$ cat config.mk
export PLATFORM = sky130hd
export DESIGN_NAME = pipe3_core
export DESIGN_NICKNAME = d
export VERILOG_FILES = /design/src/rtl/pipe3_pkg.sv /design/src/rtl/pipe3_regfile.sv /design/src/rtl/pipe3_exec.sv /design/src/rtl/pipe3_hazard.sv /design/src/rtl/pipe3_core.sv
export SDC_FILE = /design/constraint.sdc
export NUM_CORES = 1
export LEC_CHECK = 0
export BUFFER_PORTS_ARGS = -buffer_cell sky130_fd_sc_hd__buf_2
export CORE_UTILIZATION = 40
export DETAILED_ROUTE_END_ITERATION = 6
export GPL_ROUTABILITY_DRIVEN = 0
export HOLD_SLACK_MARGIN = 0.05
export SETUP_SLACK_MARGIN = 0.05
export SYNTH_ARGS = -nofsm -noshare
export SYNTH_HDL_FRONTEND = slang
export SYNTH_SLANG_ARGS = --single-unit
$ cat constraint.sdc
create_clock -name clk -period 4.65 [get_ports clk]
set_input_delay 0.2325 -clock clk [delete_from_list [all_inputs] [get_ports clk]]
set_output_delay 0.2325 -clock clk [all_outputs]
set_load 0.01 [all_outputs]
$ cat src/rtl/pipe3_pkg.sv
package pipe3_pkg;
   localparam int INSN_W = 16;
   localparam int RIDX_W = 3;
   localparam int IMM_W  = 6;

   localparam logic [3:0] OP_LI   = 4'd1;
   localparam logic [3:0] OP_ADD  = 4'd2;
   localparam logic [3:0] OP_ADDI = 4'd3;
   localparam logic [3:0] OP_BNZ  = 4'd4;
   localparam logic [3:0] OP_IRET = 4'd5;

   typedef struct packed {
      logic [3:0]        op;
      logic [RIDX_W-1:0] rd;
      logic [RIDX_W-1:0] rs;
      logic [IMM_W-1:0]  imm;
   } insn_t;
endpackage

$ cat src/rtl/pipe3_regfile.sv
module pipe3_regfile
   import pipe3_pkg::*;
#(
   parameter int DATA_W     = 16,
   parameter bit RESET_REGS = 1'b1
) (
   input  logic              clk,
   input  logic              rst_n,
   input  logic              we,
   input  logic [RIDX_W-1:0] wa,
   input  logic [DATA_W-1:0] wd,
   input  logic [RIDX_W-1:0] ra,
   input  logic [RIDX_W-1:0] rb,
   output logic [DATA_W-1:0] rda,
   output logic [DATA_W-1:0] rdb
);
   localparam int NREG = 1 << RIDX_W;

   logic [DATA_W-1:0] bank [NREG];

   generate
      if (RESET_REGS) begin : g_rst
         always_ff @(posedge clk or negedge rst_n) begin
            if (!rst_n) begin
               for (int i = 0; i < NREG; i++) bank[i] <= '0;
            end else begin
               bank[0] <= '0;
               if (we && wa != '0) bank[wa] <= wd;
            end
         end
      end else begin : g_norst
         always_ff @(posedge clk) begin
            bank[0] <= '0;
            if (we && wa != '0) bank[wa] <= wd;
         end
      end
   endgenerate

   assign rda = (ra == '0) ? '0 : bank[ra];
   assign rdb = (rb == '0) ? '0 : bank[rb];
endmodule

$ cat src/rtl/pipe3_exec.sv
module pipe3_exec
   import pipe3_pkg::*;
#(
   parameter int DATA_W = 16,
   parameter int PC_W   = 8
) (
   input  logic [INSN_W-1:0] insn,
   input  logic [PC_W-1:0]   pc,
   input  logic [DATA_W-1:0] opa,
   input  logic [DATA_W-1:0] opb,
   input  logic [PC_W-1:0]   epc,
   output logic [RIDX_W-1:0] src_a,
   output logic [RIDX_W-1:0] src_b,
   output logic              use_a,
   output logic              use_b,
   output logic [DATA_W-1:0] result,
   output logic              wen,
   output logic [RIDX_W-1:0] dst,
   output logic              redir,
   output logic              is_ret,
   output logic [PC_W-1:0]   target
);
   insn_t             d;
   logic [DATA_W-1:0] imm_d;
   logic [PC_W-1:0]   imm_p;

   assign d     = insn_t'(insn);
   assign imm_d = {{(DATA_W-IMM_W){d.imm[IMM_W-1]}}, d.imm};
   assign imm_p = {{(PC_W-IMM_W){d.imm[IMM_W-1]}}, d.imm};
   assign src_a = d.rs;
   assign src_b = d.imm[RIDX_W-1:0];
   assign dst   = d.rd;

   always_comb begin
      use_a  = 1'b0;
      use_b  = 1'b0;
      result = '0;
      wen    = 1'b0;
      redir  = 1'b0;
      is_ret = 1'b0;
      target = pc + imm_p;
      unique case (d.op)
         OP_LI:   begin result = imm_d; wen = 1'b1; end
         OP_ADD:  begin use_a = 1'b1; use_b = 1'b1; result = opa + opb; wen = 1'b1; end
         OP_ADDI: begin use_a = 1'b1; result = opa + imm_d; wen = 1'b1; end
         OP_BNZ:  begin use_a = 1'b1; redir = (opa != '0); end
         OP_IRET: begin redir = 1'b1; is_ret = 1'b1; target = epc; end
         default: ;
      endcase
      if (d.rd == '0) wen = 1'b0;
   end
endmodule

$ cat src/rtl/pipe3_hazard.sv
module pipe3_hazard
   import pipe3_pkg::*;
(
   input  logic              clk,
   input  logic              rst_n,
   input  logic              x_valid,
   input  logic              use_a,
   input  logic              use_b,
   input  logic [RIDX_W-1:0] src_a,
   input  logic [RIDX_W-1:0] src_b,
   input  logic              s_valid,
   input  logic              s_wen,
   input  logic [RIDX_W-1:0] s_dst,
   output logic              raw
);
   logic hit_a, hit_b;

   assign hit_a = use_a && (src_a == s_dst);
   assign hit_b = use_b && (src_b == s_dst);
   assign raw   = x_valid && s_valid && s_wen && (hit_a || hit_b);


   raw_needs_real_dst_chk: assert property (@(posedge clk) disable iff (!rst_n)
      raw |-> (s_dst != '0));
endmodule

$ cat src/rtl/pipe3_core.sv
module pipe3_core
   import pipe3_pkg::*;
#(
   parameter int              DATA_W     = 16,
   parameter int              PC_W       = 8,
   parameter logic [PC_W-1:0] IRQ_VEC    = 8'h80,
   parameter bit              RESET_REGS = 1'b1
) (
   input  logic              clk,
   input  logic              rst_n,
   output logic [PC_W-1:0]   imem_addr,
   input  logic [15:0]       imem_rdata,
   input  logic              irq,
   output logic              irq_ack,
   output logic              ret_valid,
   output logic [PC_W-1:0]   ret_pc,
   output logic              ret_wen,
   output logic [2:0]        ret_rd,
   output logic [DATA_W-1:0] ret_data
);
   generate
      if (DATA_W <= IMM_W) begin : g_bad_data_w
         $error("DATA_W must exceed the immediate width");
      end
      if (PC_W <= IMM_W) begin : g_bad_pc_w
         $error("PC_W must exceed the immediate width");
      end
   endgenerate

   // fetch stage
   logic [PC_W-1:0]   f_pc, pc_seq;
   logic              f_valid;
   // execute stage
   logic              x_valid;
   logic [PC_W-1:0]   x_pc;
   logic [INSN_W-1:0] x_insn;
   // writeback stage
   logic              s_valid, s_wen, s_redir, s_ret;
   logic [PC_W-1:0]   s_pc, s_target;
   logic [RIDX_W-1:0] s_dst;
   logic [DATA_W-1:0] s_data;
   // interrupt state
   logic              ie;
   logic [PC_W-1:0]   epc;

   logic [RIDX_W-1:0] src_a, src_b, x_dst;
   logic [DATA_W-1:0] opa, opb, x_res;
   logic              use_a, use_b, x_wen, x_redir, x_ret;
   logic [PC_W-1:0]   x_target;
   logic              raw, redirect, irq_take, flush, stall;

   pipe3_regfile #(.DATA_W(DATA_W), .RESET_REGS(RESET_REGS)) u_rf (
      .clk(clk), .rst_n(rst_n),
      .we(s_valid && s_wen), .wa(s_dst), .wd(s_data),
      .ra(src_a), .rb(src_b), .rda(opa), .rdb(opb)
   );

   pipe3_exec #(.DATA_W(DATA_W), .PC_W(PC_W)) u_ex (
      .insn(x_insn), .pc(x_pc), .opa(opa), .opb(opb), .epc(epc),
      .src_a(src_a), .src_b(src_b), .use_a(use_a), .use_b(use_b),
      .result(x_res), .wen(x_wen), .dst(x_dst),
      .redir(x_redir), .is_ret(x_ret), .target(x_target)
   );

   pipe3_hazard u_hz (
      .clk(clk), .rst_n(rst_n),
      .x_valid(x_valid), .use_a(use_a), .use_b(use_b),
      .src_a(src_a), .src_b(src_b),
      .s_valid(s_valid), .s_wen(s_wen), .s_dst(s_dst),
      .raw(raw)
   );

   assign redirect = s_valid && s_redir;
   assign irq_take = irq && ie && s_valid && !s_redir;
   assign flush    = redirect || irq_take;
   assign stall    = raw && !flush;

   always_comb begin
      if (redirect)      imem_addr = s_target;
      else if (irq_take) imem_addr = IRQ_VEC;
      else if (stall)    imem_addr = f_pc;
      else               imem_addr = pc_seq;
   end

   always_ff @(posedge clk or negedge rst_n) begin
      if (!rst_n) begin
         f_pc    <= '0;
         pc_seq  <= '0;
         f_valid <= 1'b0;
      end else begin
         f_pc    <= imem_addr;
         pc_seq  <= imem_addr + 1'b1;
         f_valid <= 1'b1;
      end
   end

   always_ff @(posedge clk or negedge rst_n) begin
      if (!rst_n) begin
         x_valid <= 1'b0;
         x_pc    <= '0;
         x_insn  <= '0;
      end else if (flush) begin
         x_valid <= 1'b0;
      end else if (!stall) begin
         x_valid <= f_valid;
         x_pc    <= f_pc;
         x_insn  <= imem_rdata;
      end
   end

   always_ff @(posedge clk or negedge rst_n) begin
      if (!rst_n) begin
         s_valid  <= 1'b0;
         s_wen    <= 1'b0;
         s_redir  <= 1'b0;
         s_ret    <= 1'b0;
         s_pc     <= '0;
         s_target <= '0;
         s_dst    <= '0;
         s_data   <= '0;
      end else begin
         s_valid  <= x_valid && !flush && !stall;
         s_wen    <= x_wen;
         s_redir  <= x_redir;
         s_ret    <= x_ret;
         s_pc     <= x_pc;
         s_target <= x_target;
         s_dst    <= x_dst;
         s_data   <= x_res;
      end
   end

   always_ff @(posedge clk or negedge rst_n) begin
      if (!rst_n) begin
         ie  <= 1'b1;
         epc <= '0;
      end else if (irq_take) begin
         ie  <= 1'b0;
         epc <= s_pc + 1'b1;
      end else if (redirect && s_ret) begin
         ie  <= 1'b1;
      end
   end

   assign irq_ack   = irq_take;
   assign ret_valid = s_valid;
   assign ret_pc    = s_pc;
   assign ret_wen   = s_valid && s_wen;
   assign ret_rd    = s_dst;
   assign ret_data  = s_data;


   stall_holds_fetch_chk: assert property (@(posedge clk) disable iff (!rst_n)
      stall |=> ($stable(f_pc) && x_valid && !s_valid));

   stall_single_chk: assert property (@(posedge clk) disable iff (!rst_n)
      stall |=> !stall);

   redirect_squash_chk: assert property (@(posedge clk) disable iff (!rst_n)
      redirect |=> (!x_valid && !s_valid && f_pc == $past(s_target)));

   irq_vector_chk: assert property (@(posedge clk) disable iff (!rst_n)
      irq_take |=> (f_pc == IRQ_VEC && !ie && !x_valid));

   zero_dst_no_write_chk: assert property (@(posedge clk) disable iff (!rst_n)
      ret_wen |-> (ret_rd != '0));
endmodule

# == Word-level counts from Yosys, hierarchy flattened ==
# Cells that the tools add are included.
# Widths: inputs -> output; s select.
# op_classes
addsub,5
mul,0
n_div,0
magnitude_cmp,4
n_eq_ne,8
n_shift,0
muxes,27
bitwise_logic,5
reduce_logical,30
# ops
cell,n
$bwmux 128,1
$mux 128,1
$mux 16,7
$bmux 16 s3,2
$demux 16 s3,1
$pmux 16 s3,1
$add 16x16->16,2
$mux 8,4
$add 8x1->8 const B,2
$logic_and 1x1->1,16
$reduce_bool 16->1,1
$ge 4x4->1 const B,3
$not 3->4,3
$logic_not 3->1,3
$mux 1,9
$add 8x8->8,1
$eq 4x2->1 const B,2
$eq 4x3->1 const B,2
$eq 3x3->1,2
$reduce_or 3->1,2
$eq 4x1->1 const B,1
$lt 4x1->1 const B,1
$logic_not 1->1,3
$reduce_bool 3->1,1
6 further kinds,8
# word_totals
ff_bits,218
latchBits,0
mem_bits_rw,0
mem_bits_ro,0
in_bits,19
out_inout_bits,38
word_cells,103
mem_count,0

# == Longest topological paths before layout ==
# depth
ltp_word,11
mapped_depth,17
mapped_depth_nobuf,15

# == Modules after synthesis ==
# Synthesis repeated with hierarchy kept, for this count alone.
# unflattened
cells_unflattened,915
area_unflattened_um2,11073.1
# by_module_without_submodules
module,n_inst,cells_each,area_per_inst_um2,seq_area_each_um2
pipe3_regfile,1,461,6244.7,2802.7
pipe3_core,1,206,3154.3,2253.4
pipe3_exec,1,238,1599.0,0.0
pipe3_hazard,1,10,75.1,0.0

# == Worst setup path after synthesis ==
# Ideal clock, no wire load.
# synth_path
kind,register to register
from,register x_insn[0]
to,register s_data[14] (netlist: ret_data[14])
setup_ns,0.137
t_arrival_ns,3.612
required_time_ns,4.513
path_slack_ns,0.901
stages_incl_launch_ff,15
period_less_slack_ns,3.749
cell_sequence,dfrtp_1 -> buf_2 -> clkbuf_1 -> mux4_2 -> o21ai_0 -> o31ai_1 -> fa_1 -> a21o_1 -> a211oi_1 -> o21ai_0 -> nand2_1 -> o211ai_1 -> a31oi_1 -> xor2_1 -> o21ai_0
# synth_between
elab_chain_cells,7
# synth_rtl
element,line_no,source
"start, declared",pipe3_core.sv:36,logic [INSN_W-1:0] x_insn;
"start signal, assigned",pipe3_core.sv:107,x_insn <= imem_rdata;
$not 3->4 (not written as such),pipe3_regfile.sv:40,assign rdb = (rb == '0) ? '0 : bank[rb];
$bmux 16 s3,pipe3_regfile.sv:40,
$mux 16 (not written as such) (2 in series),pipe3_regfile.sv:40,
$mux 16,pipe3_regfile.sv:40,
$add 16x16->16,pipe3_exec.sv:44,OP_ADD: begin use_a = 1'b1; use_b = 1'b1; result = opa + opb; wen = 1'b1; end
$pmux 16 s3 (*),pipe3_exec.sv:42,unique case (d.op)
net u_ex.result[14],pipe3_exec.sv:16,"output logic [DATA_W-1:0] result,"
"end signal, assigned",pipe3_core.sv:129,s_data <= x_res;
"end, declared",pipe3_core.sv:41,logic [DATA_W-1:0] s_data;
# Mark *: on every way through the listed nets, which the timed path passes. The rest lies on a longest branch. The select of a mux whose other input is x is not followed.
# A chain may end at the register's enable or synchronous reset.

# == Worst setup path after layout ==
# layout_path
from,register x_insn[7]
to,register s_data[14] (netlist: ret_data[14])
# layout_between
elab_chain_cells,7
# layout_rtl
element,line_no,source
$not 3->4 (not written as such),pipe3_regfile.sv:39,assign rda = (ra == '0) ? '0 : bank[ra];
$bmux 16 s3,pipe3_regfile.sv:39,
$mux 16 (not written as such) (2 in series),pipe3_regfile.sv:39,
$mux 16 (*),pipe3_regfile.sv:39,
$add 16x16->16 (on tied branches),"pipe3_exec.sv:45, pipe3_exec.sv:44",
$pmux 16 s3 (*),pipe3_exec.sv:42,
net u_ex.result[14],pipe3_exec.sv:16,
# Marks and branches as above.

==> reports/results.tsv <==
metric	value	unit
max_slew_margin	32.48	%
grt_pass1_vias	7340	
detailed_place_hpwl	17.79	mm
setup_viol	0	
ys_seq_area_share	48.91	%
clk_latency	0.52	ns
p_int	3.841	mW
hold_end	ret_rd[2]	
drt-initial-drc-count	577	
synth_area_leaders	dfrtp_1 (49%), mux2_2 (14%), mux4_2 (6.4%), mux2_1 (3.2%), ha_1 (2.8%)	
clock-root-buffer	clkbuf_16	
cts_tree	built	
cts_resized	0	
async_flop_share	100.0	%
place_ws	0.9581	ns
max-vdd-ir-drop	0.4067	mV
stdcell_count	1287	
tns	0	ns
die_x	164.7	um
boundaryPins	57	
synth_edf_count	0	
r2r-start	x_insn[7]	
synth_area_leader_cell	dfrtp_1	
path_class	reg -> reg	
worstMarginPinSlew	1.013	ns
switching_power	1.579	mW
grtUsageMet1	28.59	%
setup.worst_path.start_class	flip-flop	
p_per_area	440.3	nW/um^2
totalPowerFinal	5.419	mW
final_cell_mix	dfrtp_1 (202), mux2_2 (130), buf_2 (55)	
timing.hold.ws	0.3818	ns
rsz0062_at_grt	false	
cts_setup_buffers	0	
grt.met3_usage	3.566	%
hp-class	reg -> reg	
nFillCells	2345	
p_sw_share	29.13	%
seq_power_share	43.2	%
grt_pass1_wl	42.79	mm
syn_area	10590	sq um
holdPathStages	0	
avgSynthCellArea	12.28	sq um
portBuffers	56	
clockBufferDepth	3	
fin_nets	980	
dieHeight	164.7	um
routed_via_density	5.647	
ant_nets	0	
crit_path_end_kind	flip-flop	
p_comb_share	20.3	%
finalMaxSlewViolations	0	
core	25980	sq um
crit_buf_inv	0	
start_util	40.77	%
p_leak	5.666	nW
max_stage_delay	0.78	ns
place_area	11310	sq um
design_area	12310	sq um
crit_fanout	28	
cp_top_family	compound AO/OA/AOI/OAI gates	
fin_crit_sh	80.31	%
die-area	27140	sq um
use_met2	32.94	%
status	completed	
dpl.cell_count	1228	
htree_levels	1	
seqCellArea	5186	sq um
synth.top_cell.area_share	48.66	%
clk_pin_slew_worst_paths	0.06	ns
numCtsBuffers	23	
r2r_end	ret_data[14]	
hold_violations	0	
overflow	0	
vias	7268	
grt_max_degree	122	
multi_input_area	5200	sq um
route.detailed.drc	0	
crit_slowest_cell	dfrtp_2	
worstHoldStart	x_insn[11]	
routed_wl	26.87	mm
setup_slack	0.9155	ns
area_growth	16.17	%
antenna_found_initial	0	
cts_sinks	207	
yosysWarnings	0	
synth_cells	863	
fmax	267.8	MHz
r2r_cells	13	
utilization	47.36	%
rrSetupSlack	0.92	ns
insertedDiodeCount	0	
synthFlopType	dfrtp_1	
grtUsageTotal	20.52	%
worstPathRequired	5.01	ns
wl_per_cell	20.88	um
top_usage_layer	met2	
synth.distinct_cells	53	
rows	59	
mostFrequentLayoutCell	dfrtp_1	
arrival	4.09	ns
final_layout_size_suffix_gt1_share	31.51	%
finalClockSkew	0.01958	ns
maxCapViolCount	0	
ys_ff_latch	207	
p_clk_share	36.5	%
crit_chain	mux2_2, a221oi_1, nor2_1, ha_1, fa_1, a21o_1, a211oi_1, o21ai_0, nand2_1, o211ai_1, a31oi_1, xor2_1, o21ai_0	
drt_pre_antenna_iters	5	
finalCriticalPeriod	3.735	ns
cp_common_cell	o21ai_0	
## timing repair
action / 4_1_cts / 5_1_grt
hold endpoints to repair: 135 / 0
setup endpoints to repair: 0 / 0
hold buffers: 17 / 0
## cell type report
type,count,share of cell area [%]
Sequential cell,207,42.14
Timing Repair Buffer,94,5.114
Inverter,11,0.3355
Clock inverter,10,1.312
Multi-Input combinational cell,598,42.25
Tap cell,335,3.406
Clock buffer,32,5.439
## power by group through the flow
stage,clock (mW),sequential (mW),combinational (mW)
6_report,1.98,2.34,1.10
5_1_grt,2.09,2.38,1.23
4_1_cts,2.02,2.34,1.11
3_5_place_dp,0,2.37,1.09
3_3_place_gp,0,2.37,1.08
2_1_floorplan,0,2.28,0.781
## metal layers
| metal | vias to the layer above | part of all wire [%] |
|---|---|---|
| met1 | 3713 | 45 |
| li1 | 3321 | - |
| met4 | 0 | 2.3 |
| met5 | - | 0 |
| met2 | 192 | 48 |
| met3 | 42 | 5.0 |
## worst max-delay path by stage
| stage | cells past startpoint | start | end |
|---|---|---|---|
| 3_5_place_dp | 13 | x_insn[7] | ret_data[14] |
| 6_report | 13 | x_insn[7] | ret_data[14] |
| 4_1_cts | 13 | x_insn[7] | ret_data[14] |
| 2_1_floorplan | 14 | x_insn[0] | ret_data[14] |
| 3_3_place_gp | 13 | x_insn[7] | ret_data[14] |
| 5_1_grt | 13 | x_insn[7] | ret_data[14] |
## cells by family (layout without fill, tap and decap cells)
family | Yosys count | in the layout | synth area share, %
muxes | 208 | 208 | 25.09
AOI/OAI and AO/OA | 152 | 152 | 9.874
DFF | 207 | 207 | 48.91
and+or+nand+nor | 167 | 167 | 7.240
buffers and inverters | 62 | 147 | 2.386
other | 2 | 6 | 0.07089
xor gates and xnor gates | 39 | 39 | 3.224
adders and majority gates | 26 | 26 | 3.213
## cells in the mapped netlist, drive strengths merged, types with 12 or more instances
library cell,n
mux2,160
nand3,12
a221oi,27
mux2i,18
xnor2,19
dfrtp,206
o21ai,52
xor2,20
nand2,51
clkbuf,38
o31ai,19
nor2,56
buf,13
mux4,30
a21oi,28
ha,24
Power figures use the tool's default switching activity.
